<file path="src/rtl/adc_link_pkg.sv">
package adc_link_pkg;

    localparam int unsigned CH_N         = 8;
    localparam int unsigned DATA_W       = 12;
    localparam int unsigned FRAME_CLKS   = 16;
    localparam int unsigned LEAD_ZEROS   = 4;
    localparam int unsigned CAPTURE_CLKS = 8;
    localparam int unsigned ADDR_FIRST   = 3;
    localparam int unsigned SYNC_STAGES  = 2;

    // Decoded link events, one system clock wide each
    typedef struct packed {
        logic cs_active;
        logic cs_fall;
        logic cs_rise;
        logic sclk_rise;
        logic sclk_fall;
        logic din;
    } link_evt_t;

    // Where in the frame a given falling edge lies
    typedef enum logic [1:0] {
        PH_LEAD = 2'd0,
        PH_DATA = 2'd1,
        PH_TAIL = 2'd2
    } out_phase_e;

    function automatic out_phase_e edge_phase(input int edge_no,
                                              input int lead,
                                              input int width);
        if (edge_no < lead)
            return PH_LEAD;
        else if (edge_no < lead + width)
            return PH_DATA;
        else
            return PH_TAIL;
    endfunction

endpackage

</file>
<file path="src/rtl/link_sync.sv">
module link_sync
    import adc_link_pkg::*;
#(
    parameter int unsigned STAGES = SYNC_STAGES
) (
    input  logic      clk,
    input  logic      rst,
    input  logic      cs_n,
    input  logic      sclk,
    input  logic      din,
    output link_evt_t evt
);
    // bit 2: cs_n, bit 1: sclk, bit 0: din
    localparam logic [2:0] IDLE_LVL = 3'b110;

    logic [2:0] raw;
    logic [2:0] sr [STAGES];
    logic [2:0] prev;
    logic [2:0] cur;

    assign raw = {cs_n, sclk, din};

    for (genvar g = 0; g < STAGES; g++) begin : g_stage
        if (g == 0) begin : g_first
            always_ff @(posedge clk) begin
                if (rst) sr[g] <= IDLE_LVL;
                else     sr[g] <= raw;
            end
        end else begin : g_next
            always_ff @(posedge clk) begin
                if (rst) sr[g] <= IDLE_LVL;
                else     sr[g] <= sr[g-1];
            end
        end
    end

    assign cur = sr[STAGES-1];

    always_ff @(posedge clk) begin
        if (rst) prev <= IDLE_LVL;
        else     prev <= cur;
    end

    always_comb begin
        evt.cs_active = ~cur[2];
        evt.cs_fall   = prev[2] & ~cur[2];
        evt.cs_rise   = ~prev[2] & cur[2];
        evt.sclk_rise = ~prev[1] & cur[1] & ~cur[2];
        evt.sclk_fall = prev[1] & ~cur[1] & ~cur[2];
        evt.din       = cur[0];
    end

endmodule

</file>
<file path="src/rtl/ctrl_capture.sv">
module ctrl_capture
    import adc_link_pkg::*;
#(
    parameter int unsigned CAP_CLKS  = CAPTURE_CLKS,
    parameter int unsigned FRAME_N   = FRAME_CLKS,
    parameter int unsigned ADDR_POS  = ADDR_FIRST,
    parameter int unsigned ADDR_W    = $clog2(CH_N),
    parameter int unsigned CNT_W     = $clog2(FRAME_CLKS + 1)
) (
    input  logic              clk,
    input  logic              rst,
    input  logic              cs_fall,
    input  logic              cs_rise,
    input  logic              sclk_rise,
    input  logic              din,
    output logic [ADDR_W-1:0] addr_q
);
    localparam int unsigned ADDR_HI = CAP_CLKS - ADDR_POS;
    localparam int unsigned ADDR_LO = ADDR_HI - ADDR_W + 1;

    logic [CAP_CLKS-1:0] cap_q;
    logic [CNT_W-1:0]    rise_cnt;

    always_ff @(posedge clk) begin
        if (rst) begin
            cap_q    <= '0;
            rise_cnt <= '0;
            addr_q   <= '0;
        end else if (cs_fall) begin
            cap_q    <= '0;
            rise_cnt <= '0;
        end else if (sclk_rise) begin
            if (rise_cnt < CNT_W'(CAP_CLKS))
                cap_q <= {cap_q[CAP_CLKS-2:0], din};
            if (rise_cnt < CNT_W'(FRAME_N))
                rise_cnt <= rise_cnt + 1'b1;
        end else if (cs_rise) begin
            if (rise_cnt == CNT_W'(FRAME_N))
                addr_q <= cap_q[ADDR_HI:ADDR_LO];
        end
    end


    reset_addr_chk: assert property (@(posedge clk) rst |=> addr_q == '0);


    commit_edge_chk: assert property (@(posedge clk) disable iff (rst)
        !$stable(addr_q) |-> $past(cs_rise));


    short_frame_chk: assert property (@(posedge clk) disable iff (rst)
        (cs_rise && rise_cnt != CNT_W'(FRAME_N)) |=> $stable(addr_q));


    rise_bound_chk: assert property (@(posedge clk) disable iff (rst)
        rise_cnt <= CNT_W'(FRAME_N));

endmodule

</file>
<file path="src/rtl/sample_shifter.sv">
module sample_shifter
    import adc_link_pkg::*;
#(
    parameter int unsigned NCH     = CH_N,
    parameter int unsigned DW      = DATA_W,
    parameter int unsigned FRAME_N = FRAME_CLKS,
    parameter int unsigned LEAD_N  = LEAD_ZEROS,
    parameter int unsigned ADDR_W  = $clog2(CH_N),
    parameter int unsigned CNT_W   = $clog2(FRAME_CLKS + 1)
) (
    input  logic              clk,
    input  logic              rst,
    input  logic              cs_active,
    input  logic              cs_fall,
    input  logic              sclk_fall,
    input  logic [ADDR_W-1:0] addr_q,
    input  logic [NCH*DW-1:0] samples,
    output logic              dout_q,
    output logic              oe_q
);
    logic [DW-1:0]    ch_word [NCH];
    logic [DW-1:0]    shreg;
    logic [CNT_W-1:0] fall_cnt;
    out_phase_e       ph;

    for (genvar g = 0; g < NCH; g++) begin : g_word
        assign ch_word[g] = samples[g*DW +: DW];
    end

    always_comb ph = edge_phase(int'(fall_cnt) + 1, int'(LEAD_N), int'(DW));

    always_ff @(posedge clk) begin
        if (rst) begin
            shreg    <= '0;
            fall_cnt <= '0;
            dout_q   <= 1'b0;
            oe_q     <= 1'b0;
        end else begin
            oe_q <= cs_active;
            if (!cs_active) begin
                dout_q <= 1'b0;
            end else if (cs_fall) begin
                shreg    <= ch_word[addr_q];
                fall_cnt <= '0;
                dout_q   <= 1'b0;
            end else if (sclk_fall) begin
                if (fall_cnt < CNT_W'(FRAME_N))
                    fall_cnt <= fall_cnt + 1'b1;
                if (ph == PH_DATA) begin
                    dout_q <= shreg[DW-1];
                    shreg  <= {shreg[DW-2:0], 1'b0};
                end else begin
                    dout_q <= 1'b0;
                end
            end
        end
    end


    hold_between_falls_chk: assert property (@(posedge clk) disable iff (rst)
        (cs_active && !cs_fall && !sclk_fall) |=> $stable(dout_q));


    fall_bound_chk: assert property (@(posedge clk) disable iff (rst)
        fall_cnt <= CNT_W'(FRAME_N));

endmodule

</file>
<file path="src/rtl/adc_link_responder.sv">
module adc_link_responder
    import adc_link_pkg::*;
#(
    parameter int unsigned NCH      = CH_N,
    parameter int unsigned DW       = DATA_W,
    parameter int unsigned FRAME_N  = FRAME_CLKS,
    parameter int unsigned LEAD_N   = LEAD_ZEROS,
    parameter int unsigned CAP_N    = CAPTURE_CLKS,
    parameter int unsigned ADDR_POS = ADDR_FIRST,
    parameter int unsigned SYNC_N   = SYNC_STAGES
) (
    input  logic              clk,
    input  logic              rst,
    input  logic              cs_n,
    input  logic              sclk,
    input  logic              din,
    input  logic [NCH*DW-1:0] samples,
    output logic              dout,
    output logic              dout_oe
);
    localparam int unsigned ADDR_W = $clog2(NCH);
    localparam int unsigned CNT_W  = $clog2(FRAME_N + 1);

    link_evt_t         evt;
    logic [ADDR_W-1:0] addr_q;

    link_sync #(.STAGES(SYNC_N)) u_sync (
        .clk  (clk),
        .rst  (rst),
        .cs_n (cs_n),
        .sclk (sclk),
        .din  (din),
        .evt  (evt)
    );

    ctrl_capture #(
        .CAP_CLKS (CAP_N),
        .FRAME_N  (FRAME_N),
        .ADDR_POS (ADDR_POS),
        .ADDR_W   (ADDR_W),
        .CNT_W    (CNT_W)
    ) u_capture (
        .clk       (clk),
        .rst       (rst),
        .cs_fall   (evt.cs_fall),
        .cs_rise   (evt.cs_rise),
        .sclk_rise (evt.sclk_rise),
        .din       (evt.din),
        .addr_q    (addr_q)
    );

    sample_shifter #(
        .NCH     (NCH),
        .DW      (DW),
        .FRAME_N (FRAME_N),
        .LEAD_N  (LEAD_N),
        .ADDR_W  (ADDR_W),
        .CNT_W   (CNT_W)
    ) u_shift (
        .clk       (clk),
        .rst       (rst),
        .cs_active (evt.cs_active),
        .cs_fall   (evt.cs_fall),
        .sclk_fall (evt.sclk_fall),
        .addr_q    (addr_q),
        .samples   (samples),
        .dout_q    (dout),
        .oe_q      (dout_oe)
    );


    quiet_when_off_chk: assert property (@(posedge clk) disable iff (rst)
        !dout_oe |-> !dout);


    oe_follows_cs_chk: assert property (@(posedge clk) disable iff (rst)
        $past(evt.cs_active) |-> dout_oe);

endmodule

</file>
<file path="config.mk">
export PLATFORM = sky130hd
export DESIGN_NAME = adc_link_responder
export DESIGN_NICKNAME = d
export VERILOG_FILES = /design/src/rtl/adc_link_pkg.sv /design/src/rtl/link_sync.sv /design/src/rtl/ctrl_capture.sv /design/src/rtl/sample_shifter.sv /design/src/rtl/adc_link_responder.sv
export SDC_FILE = /design/constraint.sdc
export NUM_CORES = 1
export LEC_CHECK = 0
export BUFFER_PORTS_ARGS = -buffer_cell sky130_fd_sc_hd__buf_4
export CORE_UTILIZATION = 50
export DETAILED_ROUTE_END_ITERATION = 7
export PLACE_DENSITY = 0.77
export REMOVE_ABC_BUFFERS = 1
export SETUP_SLACK_MARGIN = 0.1
export SYNTH_ARGS = -nofsm -noshare
export SYNTH_HDL_FRONTEND = slang
export SYNTH_HIERARCHICAL = 1
export SYNTH_SLANG_ARGS = --single-unit
export TNS_END_PERCENT = 20
</file>
<file path="constraint.sdc">
create_clock -name clk -period 2.5 [get_ports clk]
set_input_delay 0.375 -clock clk [delete_from_list [all_inputs] [get_ports clk]]
set_output_delay 0.375 -clock clk [all_outputs]
set_load 0.02 [all_outputs]
</file>
==> impl_metrics.toml <==
[finish]
post_route_cells_drive_above_1_share_pct = 35.5
nFillCells = 416
area_delta_synth_final_pct = 32.7
antenna_cells = 0
layout.nets = 506

[run_status]
status = "complete, no violations"

[floorplanning]
rows = 26
dieHeight_um = 76.8
io_pins = 103
start_util_pct = 53.4
die_x_um = 76.8
die-area_mm2 = 0.00590
core_area_mm2 = 0.00524

[synth]
async_flop_share_pct = 0
synth_cell_types = 42
synth_area_mm2 = 0.00280
syn_avg_cell_area_um2 = 9.11
ys.flop_type = "dfxtp_1"
syn-instance-count = 307
synth-seq-cells = 41
ys_warn_count = 6
synth_edf_count = 0
seq_area_frac_synth_pct = 29.4

[clock_tree]
clockBufferDepth = 2
clkLatencyLatePin_ns = 0.29
cts_tree = "built"
cts-buffers-inserted = 5
post_cts_buffers = 0
cts_hold_buf = 0
clk_pin_slew_ns = 0.08
clock-sinks = 41
cts_max_level = 2
cts.root.buffer_cell = "clkbuf_8"
ctsResizeCount = 0

[global_route]
grt_overflow = 0
grt_max_degree = 36
grt_pass1_vias = 2669
antenna_found_initial = 0
grt_first_pass_wirelength_um = 12400
track_usage_pct = 26.1

[routing]
met2_length_um = 3970
drcViolationCount = 0
avgRoutedWirePerCell_um = 16.2
viasPerCell = 5.70
dr.pass1.iters = 4
highest_layer = "met4"
wl_met1_um = 3220
ant_nets = 0
dr_total_vias = 2694
route.met3.wl_um = 253
drtIter0Drc = 207
drt_wl_total_um = 7650

[sta]
fin_crit_ns = 2.10
setup-violations-final = 0
tightest_slew_ns = 0.882
maxSlewHeadroom_pct = 40.8
setup_ws_ns = 0.402
fmax_mhz = 477
fin_skew_ns = 0.00904
maxSlewViolCount = 0
rsz0062_at_grt = "false"
final.period_utilization_pct = 83.9
hold_viol = 0

[hold_path]
min_from = "sclk"
worst_hold_path.num_cells = 2
hold_path_class = "in2reg"
min_to = "u_sync/sr[0][1]$_SDFF_PP1_"

[power]
p_leak_nw = 1.35
peakVddDrop_v = 0.000322
fin_total_pwr_w = 0.00140
powerDensity_mw_per_mm2 = 378

[placement]
dp_worst_setup_slack_ns = 0.437
portBuffers = 102
hpwlAfterDp_um = 5670
gp_congestion = 0.794

[critical_path]
endpoint_kind = "flip-flop"
arrival_ns = 2.27
slowest_delay_ns = 0.60
critical_path_buf_inv_count = 0
cp_top_family = "simple AND/OR/NAND/NOR gates"
r2r_cells = 4
crit-reg2reg-launch = "u_sync/sr[1][2]$_SDFF_PP1_"
crit_path_cell_trace = "nor3b_1 > nand3_1 > a211oi_1 > nor3_1"
r2r_setup_slack_ns = 0.40
cp-start-kind = "flip-flop"
path_class = "reg2reg"
reg2reg_to = "u_shift/shreg[1]$_SDFFE_PP0P_"
path_max_fanout = 11
crit_slowest_cell = "nand3_1"
worstPathRequired_ns = 2.67

[flow_run]
max-cap-violations = 0
stage by stage:
step / cell area, um2 / hold slack (ns) / util, % / setup TNS, ns / std cells
final: 3710 / 0.265 / 70.8 / 0 / 473
after global routing: 3710 / 0.259 / 70.8 / 0 / 473
after CTS: 3710 / 0.259 / 70.8 / 0 / 473
after detailed placement: 3590 / 0.392 / 68.6 / 0 / 465
after global placement: 3590 / 0.392 / 68.6 / 0 / 465
after floorplan: 2660 / 0.383 / - / -0.693 / 284
power by group:
group	internal (W)	switching (W)
clock	0.000326	0.000228
sequential	0.000659	0.00000265
combinational	0.000125	0.0000609
synthesized netlist by cell type, drive strengths merged (2+ instances only):
| library cell | n | area, um2 |
|---|---|---|
| and3 | 2 | 12.5 |
| buf | 13 | 100 |
| a41oi | 2 | 17.5 |
| nand3 | 4 | 20.0 |
| a211oi | 14 | 150 |
| nand2 | 7 | 26.3 |
| nor3b | 3 | 33.8 |
| o41ai | 11 | 96.3 |
| nand2b | 10 | 62.6 |
| or2 | 7 | 43.8 |
| clkbuf | 10 | 37.5 |
| nor3 | 12 | 110 |
| dfxtp | 41 | 821 |
| ha | 3 | 37.5 |
| a21oi | 27 | 135 |
| a31oi | 2 | 12.5 |
| nor2b | 8 | 50.1 |
| nand3b | 3 | 22.5 |
| mux2i | 58 | 581 |
| nor2 | 13 | 48.8 |
| inv | 16 | 60.1 |
| a22oi | 24 | 180 |
| o21ai | 6 | 30.0 |
per-layer routing:
layer	vias up	GRT usage [%]
li1	1330	-
met1	1274	31.9
met2	69	45.6
met3	21	4.29
met4	0	9.62
met5	-	0
worst max path at each step:
stage                                     start                             end  depth (start not counted)
6_report             u_sync/sr[1][2]$_SDFF_PP1_   u_shift/shreg[1]$_SDFFE_PP0P_                          4
3_3_place_gp         u_sync/sr[1][2]$_SDFF_PP1_   u_shift/shreg[2]$_SDFFE_PP0P_                          4
3_5_place_dp         u_sync/sr[1][2]$_SDFF_PP1_   u_shift/shreg[1]$_SDFFE_PP0P_                          4
4_1_cts              u_sync/sr[1][2]$_SDFF_PP1_   u_shift/shreg[1]$_SDFFE_PP0P_                          4
2_1_floorplan  u_capture/addr_q[0]$_SDFFE_PP0P_  u_shift/shreg[11]$_SDFFE_PP0P_                          4
5_1_grt              u_sync/sr[1][2]$_SDFF_PP1_   u_shift/shreg[2]$_SDFFE_PP0P_                          4
placed cells by master, fill, tap and decap left out, types with 2 or more instances in the layout:
cell type	count
a211oi_2	9
and3_1	2
clkbuf_8	6
a21oi_1	27
ha_1	3
nor3_2	10
a31oi_1	2
dfxtp_1	40
nor3_1	2
nor3b_1	2
nand2b_1	10
a211oi_1	5
nand3b_1	3
nor2_1	13
nor2b_1	8
buf_4	110
mux2i_1	58
o21ai_1	3
o21ai_0	3
nand2_1	7
o41ai_1	11
or2_1	6
inv_1	15
nand3_1	4
a22oi_1	24
a41oi_1	2
kinds of logic after synthesis:
group	Yosys count	synth area share (%)
buffers and inverters	39	7.07
XOR/XNOR	2	0.627
multiplexers	58	20.8
AO/OA/AOI/OAI	89	23.4
adder cells (fa/ha/maj)	3	1.34
flip-flops	41	29.4
AND/OR/NAND/NOR	75	17.5
layout make-up:
| cell class | count | area (um2) | share of cell area (%) |
|---|---|---|---|
| Multi-Input combinational cell | 227 | 1780 | 47.9 |
| Timing Repair Buffer | 111 | 846 | 22.8 |
| Sequential cell | 41 | 822 | 22.2 |
| Tap cell | 70 | 87.6 | 2.36 |
| Clock buffer | 7 | 86.3 | 2.33 |
| Inverter | 16 | 60.1 | 1.62 |
| Clock inverter | 1 | 30.0 | 0.809 |
flip-flops by register name, summed over array words and instances (netlist names):
register	count
u_sync/prev	2
u_shift/shreg	12
u_shift/fall_cnt	5
u_shift/dout_q	1
u_capture/addr_q	3
u_capture/cap_q	6
u_capture/rise_cnt	5
u_sync/sr	6
u_shift/oe_q	1
(Power assumes the default switching activity.)
